<file path="src/rtl/tpw_pkg.sv">
package tpw_pkg;

    typedef enum logic [3:0] {
        ST_IDLE      = 4'd0,
        ST_CLEAR     = 4'd1,
        ST_CLR_REL   = 4'd2,
        ST_STB_UP    = 4'd3,
        ST_ADDR_SET  = 4'd4,
        ST_ADDR_FALL = 4'd5,
        ST_DATA_SET  = 4'd6,
        ST_DATA_RISE = 4'd7,
        ST_STB_DOWN  = 4'd8,
        ST_DONE      = 4'd9
    } tpw_state_e;

    typedef enum logic [1:0] {
        BUS_ZERO = 2'd0,
        BUS_CODE = 2'd1,
        BUS_DATA = 2'd2
    } tpw_bus_sel_e;

    typedef struct packed {
        logic         clr;
        logic         stb;
        logic         en;
        tpw_bus_sel_e sel;
    } tpw_pins_t;

    localparam int TPW_NUM_PHASES = 8;

endpackage

</file>
<file path="src/rtl/tpw_timer.sv">
module tpw_timer #(
    parameter int PHASE_CYCLES = 4
) (
    input  logic clk,
    input  logic rst_n,
    input  logic load_i,
    output logic last_o
);
    localparam int CW = (PHASE_CYCLES < 2) ? 1 : $clog2(PHASE_CYCLES + 1);
    localparam logic [CW-1:0] RELOAD = CW'(PHASE_CYCLES - 1);

    logic [CW-1:0] cnt_q;

    always_ff @(posedge clk or negedge rst_n) begin
        if (!rst_n) begin
            cnt_q <= '0;
        end else if (load_i) begin
            cnt_q <= RELOAD;
        end else if (cnt_q != '0) begin
            cnt_q <= cnt_q - 1'b1;
        end
    end

    assign last_o = (cnt_q == '0);
endmodule

</file>
<file path="src/rtl/tpw_capture.sv">
module tpw_capture #(
    parameter int BUS_W = 8
) (
    input  logic             clk,
    input  logic             rst_n,
    input  logic             take_i,
    input  logic [BUS_W-1:0] code_i,
    input  logic [BUS_W-1:0] data_i,
    output logic [BUS_W-1:0] code_o,
    output logic [BUS_W-1:0] data_o
);
    always_ff @(posedge clk or negedge rst_n) begin
        if (!rst_n) begin
            code_o <= '0;
            data_o <= '0;
        end else if (take_i) begin
            code_o <= code_i;
            data_o <= data_i;
        end
    end
endmodule

</file>
<file path="src/rtl/tpw_fsm.sv">
module tpw_fsm
    import tpw_pkg::*;
(
    input  logic       clk,
    input  logic       rst_n,
    input  logic       req_i,
    input  logic       last_i,
    output tpw_state_e state_o,
    output logic       load_o,
    output logic       take_o
);
    tpw_state_e state_q;
    tpw_state_e state_d;

    always_ff @(posedge clk or negedge rst_n) begin
        if (!rst_n) begin
            state_q <= ST_IDLE;
        end else begin
            state_q <= state_d;
        end
    end

    always_comb begin
        state_d = state_q;
        unique case (state_q)
            ST_IDLE:      if (req_i)  state_d = ST_CLEAR;
            ST_CLEAR:     if (last_i) state_d = ST_CLR_REL;
            ST_CLR_REL:   if (last_i) state_d = ST_STB_UP;
            ST_STB_UP:    if (last_i) state_d = ST_ADDR_SET;
            ST_ADDR_SET:  if (last_i) state_d = ST_ADDR_FALL;
            ST_ADDR_FALL: if (last_i) state_d = ST_DATA_SET;
            ST_DATA_SET:  if (last_i) state_d = ST_DATA_RISE;
            ST_DATA_RISE: if (last_i) state_d = ST_STB_DOWN;
            ST_STB_DOWN:  if (last_i) state_d = ST_DONE;
            ST_DONE:                  state_d = ST_IDLE;
            default:                  state_d = ST_IDLE;
        endcase
    end

    assign state_o = state_q;
    assign load_o  = (state_d != state_q);
    assign take_o  = (state_q == ST_IDLE) && req_i;
endmodule

</file>
<file path="src/rtl/tpw_pindrive.sv">
module tpw_pindrive
    import tpw_pkg::*;
#(
    parameter int BUS_W = 8
) (
    input  tpw_state_e       state_i,
    input  logic [BUS_W-1:0] code_i,
    input  logic [BUS_W-1:0] data_i,
    output logic             busy_o,
    output logic             done_o,
    output logic             clr_o,
    output logic             stb_o,
    output logic             en_o,
    output logic [BUS_W-1:0] bus_o
);
    tpw_pins_t pins;

    always_comb begin
        pins = '{clr: 1'b0, stb: 1'b0, en: 1'b0, sel: BUS_ZERO};
        unique case (state_i)
            ST_IDLE:      pins = '{clr: 1'b0, stb: 1'b0, en: 1'b0, sel: BUS_ZERO};
            ST_CLEAR:     pins = '{clr: 1'b1, stb: 1'b0, en: 1'b0, sel: BUS_ZERO};
            ST_CLR_REL:   pins = '{clr: 1'b0, stb: 1'b0, en: 1'b0, sel: BUS_ZERO};
            ST_STB_UP:    pins = '{clr: 1'b0, stb: 1'b1, en: 1'b0, sel: BUS_ZERO};
            ST_ADDR_SET:  pins = '{clr: 1'b0, stb: 1'b1, en: 1'b1, sel: BUS_CODE};
            ST_ADDR_FALL: pins = '{clr: 1'b0, stb: 1'b0, en: 1'b1, sel: BUS_CODE};
            ST_DATA_SET:  pins = '{clr: 1'b0, stb: 1'b0, en: 1'b0, sel: BUS_DATA};
            ST_DATA_RISE: pins = '{clr: 1'b0, stb: 1'b1, en: 1'b0, sel: BUS_DATA};
            ST_STB_DOWN:  pins = '{clr: 1'b0, stb: 1'b0, en: 1'b0, sel: BUS_DATA};
            ST_DONE:      pins = '{clr: 1'b0, stb: 1'b0, en: 1'b0, sel: BUS_ZERO};
            default:      pins = '{clr: 1'b0, stb: 1'b0, en: 1'b0, sel: BUS_ZERO};
        endcase
    end

    always_comb begin
        unique case (pins.sel)
            BUS_CODE: bus_o = code_i;
            BUS_DATA: bus_o = data_i;
            default:  bus_o = '0;
        endcase
    end

    assign clr_o  = pins.clr;
    assign stb_o  = pins.stb;
    assign en_o   = pins.en;
    assign busy_o = (state_i != ST_IDLE);
    assign done_o = (state_i == ST_DONE);
endmodule

</file>
<file path="src/rtl/tport_writer.sv">
module tport_writer
    import tpw_pkg::*;
#(
    parameter int BUS_W        = 8,
    parameter int PHASE_CYCLES = 4
) (
    input  logic             clk,
    input  logic             rst_n,
    input  logic             req_i,
    input  logic [BUS_W-1:0] code_i,
    input  logic [BUS_W-1:0] data_i,
    output logic             busy_o,
    output logic             done_o,
    output logic             tp_clr_o,
    output logic             tp_stb_o,
    output logic             tp_en_o,
    output logic [BUS_W-1:0] tp_bus_o
);
    tpw_state_e       state;
    logic             load;
    logic             take;
    logic             last;
    logic [BUS_W-1:0] code_q;
    logic [BUS_W-1:0] data_q;

    tpw_fsm u_fsm (
        .clk     (clk),
        .rst_n   (rst_n),
        .req_i   (req_i),
        .last_i  (last),
        .state_o (state),
        .load_o  (load),
        .take_o  (take)
    );

    tpw_timer #(.PHASE_CYCLES(PHASE_CYCLES)) u_timer (
        .clk    (clk),
        .rst_n  (rst_n),
        .load_i (load),
        .last_o (last)
    );

    tpw_capture #(.BUS_W(BUS_W)) u_capture (
        .clk    (clk),
        .rst_n  (rst_n),
        .take_i (take),
        .code_i (code_i),
        .data_i (data_i),
        .code_o (code_q),
        .data_o (data_q)
    );

    tpw_pindrive #(.BUS_W(BUS_W)) u_pins (
        .state_i (state),
        .code_i  (code_q),
        .data_i  (data_q),
        .busy_o  (busy_o),
        .done_o  (done_o),
        .clr_o   (tp_clr_o),
        .stb_o   (tp_stb_o),
        .en_o    (tp_en_o),
        .bus_o   (tp_bus_o)
    );
endmodule

</file>
<file path="config.mk">
export PLATFORM = sky130hd
export DESIGN_NAME = tport_writer
export DESIGN_NICKNAME = d
export VERILOG_FILES = /design/src/rtl/tpw_pkg.sv /design/src/rtl/tpw_timer.sv /design/src/rtl/tpw_capture.sv /design/src/rtl/tpw_fsm.sv /design/src/rtl/tpw_pindrive.sv /design/src/rtl/tport_writer.sv
export SDC_FILE = /design/constraint.sdc
export NUM_CORES = 1
export LEC_CHECK = 0
export CORE_MARGIN = 5
export CORE_UTILIZATION = 30
export CTS_CLUSTER_SIZE = 20
export DETAILED_ROUTE_END_ITERATION = 6
export GPL_TIMING_DRIVEN = 0
export PLACE_DENSITY = 0.56
export SLEW_MARGIN = 5
export SYNTH_ARGS = -nofsm -noshare
export SYNTH_HDL_FRONTEND = slang
export SYNTH_HIERARCHICAL = 1
export SYNTH_SLANG_ARGS = --single-unit
</file>
<file path="constraint.sdc">
create_clock -name clk -period 2.7 [get_ports clk]
set_input_delay 0.27 -clock clk [delete_from_list [all_inputs] [get_ports clk]]
set_output_delay 0.27 -clock clk [all_outputs]
set_load 0.005 [all_outputs]
</file>
## Yosys cells after proc, flatten, opt, wreduce, memory -nomap -nowiden

Memory sizes are Yosys's and may differ from the RTL's.
Index checks and enable logic that the tools add are counted.

| storage, ports and cells | value |
|---|---|
| register bits | 23 |
| bits in read-only memories | 80 |
| input bits | 19 |
| output and inout bits | 13 |
| word-level logic and storage cells | 37 |
| memories kept | 1 |

| operators by class | value |
|---|---|
| add/subtract/negate cells | 1 |
| equality and inequality tests | 12 |
| mux-type cells | 13 |
| reductions and logical operators | 6 |

Memory list:

| name | words | width | rd ports | clocked after memory_dff | wr ports | RTL line | text |
|---|---|---|---|---|---|---|---|
| (name not given) | 16 | 5 | 1 | 0 | 0 | tpw_pindrive.sv:20 | `unique case (state_i)` |

Operators with widths:

| operator | number |
|---|---|
| $mux W4 | 9 |
| $pmux W4 S9 | 1 |
| $eq A4 B3 Y1 const B | 4 |
| $pmux W8 S2 | 1 |
| $eq A4 B2 Y1 const B | 2 |
| $eq A4 B4 Y1 const B | 2 |
| $mux W3 | 2 |
| $eq A4 B1 Y1 const B | 1 |
| $logic_not A4 Y1 | 1 |
| $ne A4 B4 Y1 | 1 |
| $reduce_bool A4 Y1 | 1 |
| $logic_not A3 Y1 | 1 |
| $reduce_bool A3 Y1 | 1 |
| $sub A3 B1 Y3 const B | 1 |
| $eq A2 B1 Y1 const B | 1 |
| $eq A2 B2 Y1 const B | 1 |
| $reduce_bool A2 Y1 | 1 |
| $logic_and A1 B1 Y1 | 1 |

## Logic depth before layout (Yosys ltp)

Gate-level depths: netlist of the first run.

| depth | value |
|---|---|
| word-level depth | 5 |
| gate-level depth with buffers | 8 |

## Hierarchy

The synthesis of the first run kept the hierarchy.

By module, submodules not included:

| module | times used | cells an instance | area each (µm²) | sequential area each (µm²) |
|---|---|---|---|---|
| tpw_capture | 1 | 34 | 649.4 | 400.4 |
| tpw_pindrive | 1 | 38 | 250.2 | 0.0 |
| tpw_fsm | 1 | 24 | 225.2 | 100.1 |
| tpw_timer | 1 | 17 | 181.4 | 75.1 |

## Least setup slack after synthesis of the first run

No wires, ideal clock.

| timing path | value |
|---|---|
| kind | reg2out |
| start | register u_fsm.state_q[1], in the netlist u_fsm/state_o[1] |
| end | output tp_bus_o[0] |
| arrival | 1.476 ns |
| required time | 2.430 ns |
| slack | 0.954 ns |
| cell stages (with the launch flop) | 8 |
| path buffers | 1 |
| cells stage by stage | dfrtp_1 -> inv_1 -> ha_1 -> nand3b_1 -> o21ai_0 -> ha_1 -> buf_1 -> nor2_1 |

| between the ends | value |
|---|---|
| cells in the longest elaborated chain, start to end | 3 |
| elaborated cells between the ends (all ways) | 4 |
| those cells by class | eq/ne (2); mux (1); memory (1) |

RTL lines:

| element | RTL line | text |
|---|---|---|
| start: declaration | tpw_fsm.sv:12 | `tpw_state_e state_q;` |
| start signal: assignment | tpw_fsm.sv:19 | `state_q <= state_d;` |
| $mem_v2 Z16 W5 * | - |  |
| $eq A2 B2 Y1 / $eq A2 B1 Y1 (equally long branches) | tpw_pindrive.sv:36 | `unique case (pins.sel)` |
| $pmux W8 S2 * | tpw_pindrive.sv:36 |  |
| end: declaration | tport_writer.sv:17 | `output logic [BUS_W-1:0] tp_bus_o` |

Mark *: on every way between the ends. The rest lies on a longest branch, timed or not.

## Worst setup path after layout of the first run

| timing path | value |
|---|---|
| start | register u_fsm.state_q[0], in the netlist u_fsm/state_o[0] |
| end | output tp_bus_o[0] |

Same word-level chain as after synthesis.

==> flow_summary.yaml, run 1 <==
status:
  status: "finished, final reports clean"
die:
  die_w_um: 75.99
  placeableCoreArea_um2: 4294
  die_h_um: 75.99
  die_area_um2: 5774
  pin_count: 32
  rows: 24
  start_util: 0.3042
routing:
  wire_per_inst_um: 13.74
  drcViolationCount: 0
  dr.first_iter.drc_count: 38
  drt-total-wl_mm: 2.776
  vias: 946
  dr.pass1.iters: 4
  vias_per_cell: 4.683
  postRouteAntennaNets: 0
hold_path:
  min_path_cells: 1
  hold_start: "u_capture/data_o[7]"
  min_to: "u_capture/data_o[7]"
  hp-class: "flop to flop"
global_route:
  grt_usage: 0.09453
  grt_pass1_vias: 896
  grt_max_degree: 24
  grt-ovfl-total: 0
  antenna_found_initial: 0
  grt_pass1_wl_mm: 4.540
finish:
  drive_gt1_frac: 0.2400
  antenna_cells: 0
  register_area_um2: 579.3
  synthToLayoutAreaGrowth_pct: 34.10
  multiInputGateArea_um2: 661.9
  stdcell_area_um2: 1752
  fillers: 424
  nets: 177
pwr:
  finalPower_mw: 1.743
  power_leakage_nw: 0.7360
  p_per_area_nw_per_um2: 994.8
  max-vdd-ir-drop_uv: 251.3
run:
  maxCapViolations: 0
clock_network:
  clockBufferDepth: 2
  path_clk_slew_ns: 0.08
  htreeDepth: 1
  cts_made_buffers: 3
  clk_latency_ns: 0.25
  clock_sinks: 23
  cts_tree: "built"
  cts_root_buffer: "clkbuf_8"
setup_path:
  cp-end-kind: "output pin"
  rr_worst_depth: 6
  crit_start: "u_fsm/state_o[0]"
  cp.arrival_ns: 2.26
  cp-start-kind: "flop"
  required_ns: 2.43
  worstSetupPathType: "flop to output pin"
  r2r_slack_ns: 0.85
  crit_fanout: 9
  rr_endpoint: "u_capture/code_o[0]"
  reg2reg_from: "u_fsm/state_o[1]"
logic_synthesis:
  synth_ff_type: "dfrtp_1"
  netlist_instances: 113
  synth_common_cells: "23 x dfrtp_1, 15 x nor2_1, 10 x mux2_4"
  synth_edf_count: 0
  netlist_area_um2: 1306
  yosys.area.top_type_share: 0.4406
  post-synth-top-count-cell: "dfrtp_1"
  synthTopCellsByArea: "dfrtp_1 44%, mux2_4 11%, ha_1 6.7%, mux2_2 5.2%, a22oi_1 4.6%"
  synth-async-reset-ratio: 1.000
  yosysUniqueCellTypes: 31
  yosys_warnings: 6
  synthesis.nets: 139
  yosysTopAreaCell: "dfrtp_1"
  synth-seq-cells: 23
  ys_seq_area_frac: 0.4406
  syn_area_per_cell_um2: 11.56
placement:
  place.gp.congestion: 0.6902
  portBuffers: 31
  place_area_um2: 1682
  post-dp-hpwl_mm: 2.053
timing:
  post-route-min-period_ns: 2.529
  setup_tns_ns: 0
  clock_skew_ns: 0.001166
  hold_violations: 0
  slew_headroom: 0.2971
  period_share: 0.9368
  fmax_mhz: 395.4
  setup_viol: 0
  tightest_slew_ns: 1.051
  slew_viol_final: 0
[cells by family (layout without fill, tap and decap cells)]
logic type / after synthesis / in the layout / share of synthesized area
buf+inv: 10 / 47 / 0.05459
simple gates: 36 / 36 / 0.1485
flops: 23 / 23 / 0.4406
mux: 19 / 19 / 0.1896
xor+xnor: 2 / 2 / 0.01341
compound gates: 16 / 16 / 0.08621
fa+ha+maj: 7 / 7 / 0.06705
[routing by layer]
metal	wire length, um	track usage	vias up
li1	-	-	469
met1	1242	0.1262	457
met2	1370	0.1498	18
met3	152	0.02837	2
met4	10	0.02135	0
met5	0	0	-
[sequential cells by signal, summed over array words and instances, names as in the netlist]
signal            flops
u_capture/code_o      8
u_capture/data_o      8
u_fsm/state_o         4
u_timer/cnt_q         3
[through the flow]
| step | cells | hold WS, ns | setup slack, ns | utilization |
|---|---|---|---|---|
| 3_5_place_dp | 196 | 0.4979 | 0.1838 | 0.3916 |
| 6_report | 202 | 0.5133 | 0.1706 | 0.4079 |
| 2_1_floorplan | 113 | -0.02559 | 0.9535 | - |
| 3_3_place_gp | 196 | 0.4920 | 0.2296 | 0.3916 |
| 5_1_grt | 202 | 0.5324 | -0.0005258 | 0.4079 |
| 4_1_cts | 199 | 0.5167 | 0.05829 | 0.4015 |
[final cells by class]
type | count | share of cell area
Sequential cell | 23 | 0.3307
Buffer | 5 | 0.03000
Inverter | 4 | 0.008571
Tap cell | 52 | 0.03714
Clock buffer | 4 | 0.02571
Multi-Input combinational cell | 80 | 0.3779
Timing Repair Buffer | 34 | 0.1900
[layout by cell type, fill, tap and decap left out, drive strengths merged]
cell type | synthesis | final
nand2 | 4 | 4
a21oi | 2 | 2
xor2 | 2 | 2
nor2b | 2 | 2
inv | 4 | 4
mux2i | 3 | 3
nor3 | 3 | 3
o31a | 1 | 1
nand3b | 1 | 1
nand4 | 1 | 1
nor2 | 15 | 15
clkbuf | 0 | 4
dfrtp | 23 | 23
and2b | 1 | 1
mux2 | 16 | 16
clkdlybuf4s50 | 0 | 31
buf | 6 | 8
a211oi | 1 | 1
o21a | 1 | 1
a22oi | 8 | 8
o21ai | 3 | 3
and3b | 2 | 2
or3b | 2 | 2
or2b | 1 | 1
ha | 7 | 7
nor3b | 2 | 2
and2 | 1 | 1
nand3 | 1 | 1
[power breakdown]
part	internal, mW	switching, mW
sequential	0.515	0.131
combinational	0.526	0.362
clock	0.105	0.103
total	1.15	0.596
[how the worst max path moves through the flow]
| stage | to | slack [ns] | depth (start not counted) |
|---|---|---|---|
| detailed placement | tp_bus_o[0] | 0.18 | 8 |
| CTS | tp_bus_o[0] | 0.06 | 7 |
| floorplan | tp_bus_o[0] | 0.95 | 7 |
| global route | tp_bus_o[5] | -0.0005 | 9 |
| finish | tp_bus_o[0] | 0.17 | 9 |
| global placement | tp_bus_o[0] | 0.23 | 8 |
[worst max-delay path, stage by stage (launching register included)]
cell	delay, ns
dfrtp_2	0.47
inv_1	0.07
ha_1	0.16
nand3b_1	0.10
o21ai_0	0.10
ha_2	0.18
buf_2	0.19
a22oi_1	0.11
nor2_1	0.11
clkdlybuf4s50_1	0.51
[what timing repair did]
item,CTS,global route
endpoints found under the hold margin,0,0
resized for setup,1,3
buffers inserted,0,3
endpoints found under the setup margin,8,8
hold buffers,0,0
No activity file was read; power rests on OpenSTA's default activity.
==> inputs of run 2 (changes only) <==
- CORE_UTILIZATION: 30 -> 35
- PLACE_DENSITY: 0.56 -> 0.63
- SLEW_MARGIN: 5 -> 20
==> run 2 against run 1 <==
  * Utilization grew 7.8 points
  * Largest cell class unchanged
  * Fmax shrank 1.9%
  * Total power grew 0.57%
  * Sequential power shrank 0.8%
  * Critical path depth shrank 1
  * Hold slack lost 0.53 ns
  * Setup slack lost 0.050 ns
  * Final cell count is the same
  * Global-route usage grew 1.4 points
  * The run now ends with hold timing left
  * Die area shrank 12%
  * Clock-buffer cell count shrank 1
  * Largest power group unchanged
==> flow_summary.yaml, run 2 (synthesis results as in run 1) <==
status:
  status: "finished, violations left"
  violations: "hold timing"
finish:
  drive_gt1_frac: 0.2597
  layout_common_cells: "30 x clkdlybuf4s50_1, 20 x dfrtp_1, 15 x nor2_1"
  fin_util: 0.4862
  stdcell_area_um2: 1767
  nets: 181
  synthToLayoutAreaGrowth_pct: 35.25
  layout_commonest_cell: "clkdlybuf4s50_1"
  antenna_cells: 0
setup_path:
  slowest_delay_ns: 0.51
  cp.arrival_ns: 2.31
  cp-start-kind: "flop"
  r2r_slack_ns: 0.83
  crit_top_cell: "ha_1"
  worst-path-buf-inv: 3
  required_ns: 2.43
  cp_num_cells: 8
  crit_end: "tp_bus_o[1]"
  cp-end-kind: "output pin"
  crit_fanout: 8
  worst_path_max_delay_cell: "clkdlybuf4s50_1"
  path_delay_family: "buffers and inverters"
  crit_start: "u_fsm/state_o[0]"
  rr_worst_depth: 6
  rr_endpoint: "u_capture/data_o[3]"
  crit_chain: "inv_1 > ha_1 > nand3b_1 > o21ai_0 > ha_1 > buf_1 > nor2_1 > clkdlybuf4s50_1"
  worstSetupPathType: "flop to output pin"
  reg2reg_from: "u_fsm/state_o[1]"
die:
  placeableCoreArea_um2: 3633
  start_util: 0.3595
  die_h_um: 71.09
  die_area_um2: 5054
  die_w_um: 71.09
  pin_count: 32
  rows: 22
timing:
  hold_violations: 23
  setup_tns_ns: 0
  clock_skew_ns: 0.006943
  slew_viol_final: 0
  holdWs_ns: -0.02062
  tightest_slew_ns: 0.5177
  setup_viol: 0
  setup_slack_ns: 0.1210
  fmax_mhz: 387.8
  period_share: 0.9552
  post-route-min-period_ns: 2.579
  slew_headroom: 0.6549
clock_network:
  cts_hold_buf: 0
  clock_sinks: 23
  clk_latency_ns: 0.26
  clockBufferDepth: 2
  cts_made_buffers: 3
  htreeDepth: 1
  path_clk_slew_ns: 0.08
  cts_tree: "built"
  cts_root_buffer: "clkbuf_8"
placement:
  post-place-ws_ns: 0.2183
  portBuffers: 31
  place_area_um2: 1677
  post-dp-hpwl_mm: 1.999
  place.gp.congestion: 0.7422
global_route:
  met3_usage: 0.02557
  met1_usage: 0.1471
  grt_pass1_vias: 943
  grt_pass1_wl_mm: 4.471
  grt_usage: 0.1081
  grt_max_degree: 24
  globalRouteMet2Util: 0.1740
  busiest_layer: "met2"
  grt-ovfl-total: 0
  antenna_found_initial: 0
routing:
  dr.first_iter.drc_count: 43
  drcViolationCount: 0
  dr.pass1.iters: 4
  vias_per_cell: 4.757
  drt-total-wl_mm: 2.728
  vias: 961
  wire_per_inst_um: 13.50
  postRouteAntennaNets: 0
pwr:
  p_per_area_nw_per_um2: 991.9
  finalPower_mw: 1.752
  max-vdd-ir-drop_uv: 317.4
  power_leakage_nw: 0.7550
hold_path:
  hp-class: "input port to async pin"
run:
  maxCapViolations: 0
## run 2: changes by cell type in the layout (fill, tap and decap cells not counted)
cell | before | now
buf_1 | 0 | 1
buf_2 | 2 | 3
buf_4 | 3 | 6
clkbuf_1 | 1 | 0
clkdlybuf4s50_1 | 31 | 30
clkinv_2 | 0 | 1
ha_1 | 6 | 7
ha_2 | 1 | 0
## run 2: layout make-up
type,instances,area [um2]
Fill cell,354,1867
Multi-Input combinational cell,80,659.4
Sequential cell,23,579.3
Timing Repair Buffer,37,350.3
Tap cell,48,60.06
Buffer,6,56.30
Clock buffer,3,41.29
Inverter,4,15.01
Clock inverter,1,5.005
## run 2: where the power goes
group | total (mW) | internal (mW) | switching [mW]
clock | 0.204 | 0.103 | 0.102
sequential | 0.641 | 0.515 | 0.126
combinational | 0.907 | 0.539 | 0.368
total | 1.75 | 1.16 | 0.596
## run 2: how the worst min path moves through the flow
stage                              startpoint                   to  slack (ns)  cells past startpoint
final                                   rst_n     u_timer/cnt_q[2]       -0.02                      1
after global routing                    rst_n  u_capture/code_o[6]        0.02                      1
after CTS                 u_capture/data_o[2]  u_capture/data_o[2]        0.52                      1
after detailed placement  u_capture/data_o[5]  u_capture/data_o[5]        0.50                      1
after global placement    u_capture/data_o[2]  u_capture/data_o[2]        0.49                      1
after floorplan                         rst_n  u_capture/code_o[0]       -0.03                      0
## run 2: metal layers
layer  up-vias  wire [um]
li1        476          -
met4         0         12
met2        21       1287
met3         2        140
met1       462       1287
met5         -          0
## run 2: repair_timing
action                                  CTS  global route
endpoints found under the setup margin    8             8
gates resized for setup                   2             1
endpoints found under the hold margin     0             0
buffers inserted                          0             6
gates cloned                              0             0
## run 2: per-stage QoR
step / std cells / hold slack (ns)
2_1_floorplan: 113 / -0.02559
3_3_place_gp: 192 / 0.4895
3_5_place_dp: 192 / 0.4979
4_1_cts: 196 / 0.5199
5_1_grt: 202 / 0.02043
6_report: 202 / -0.02062
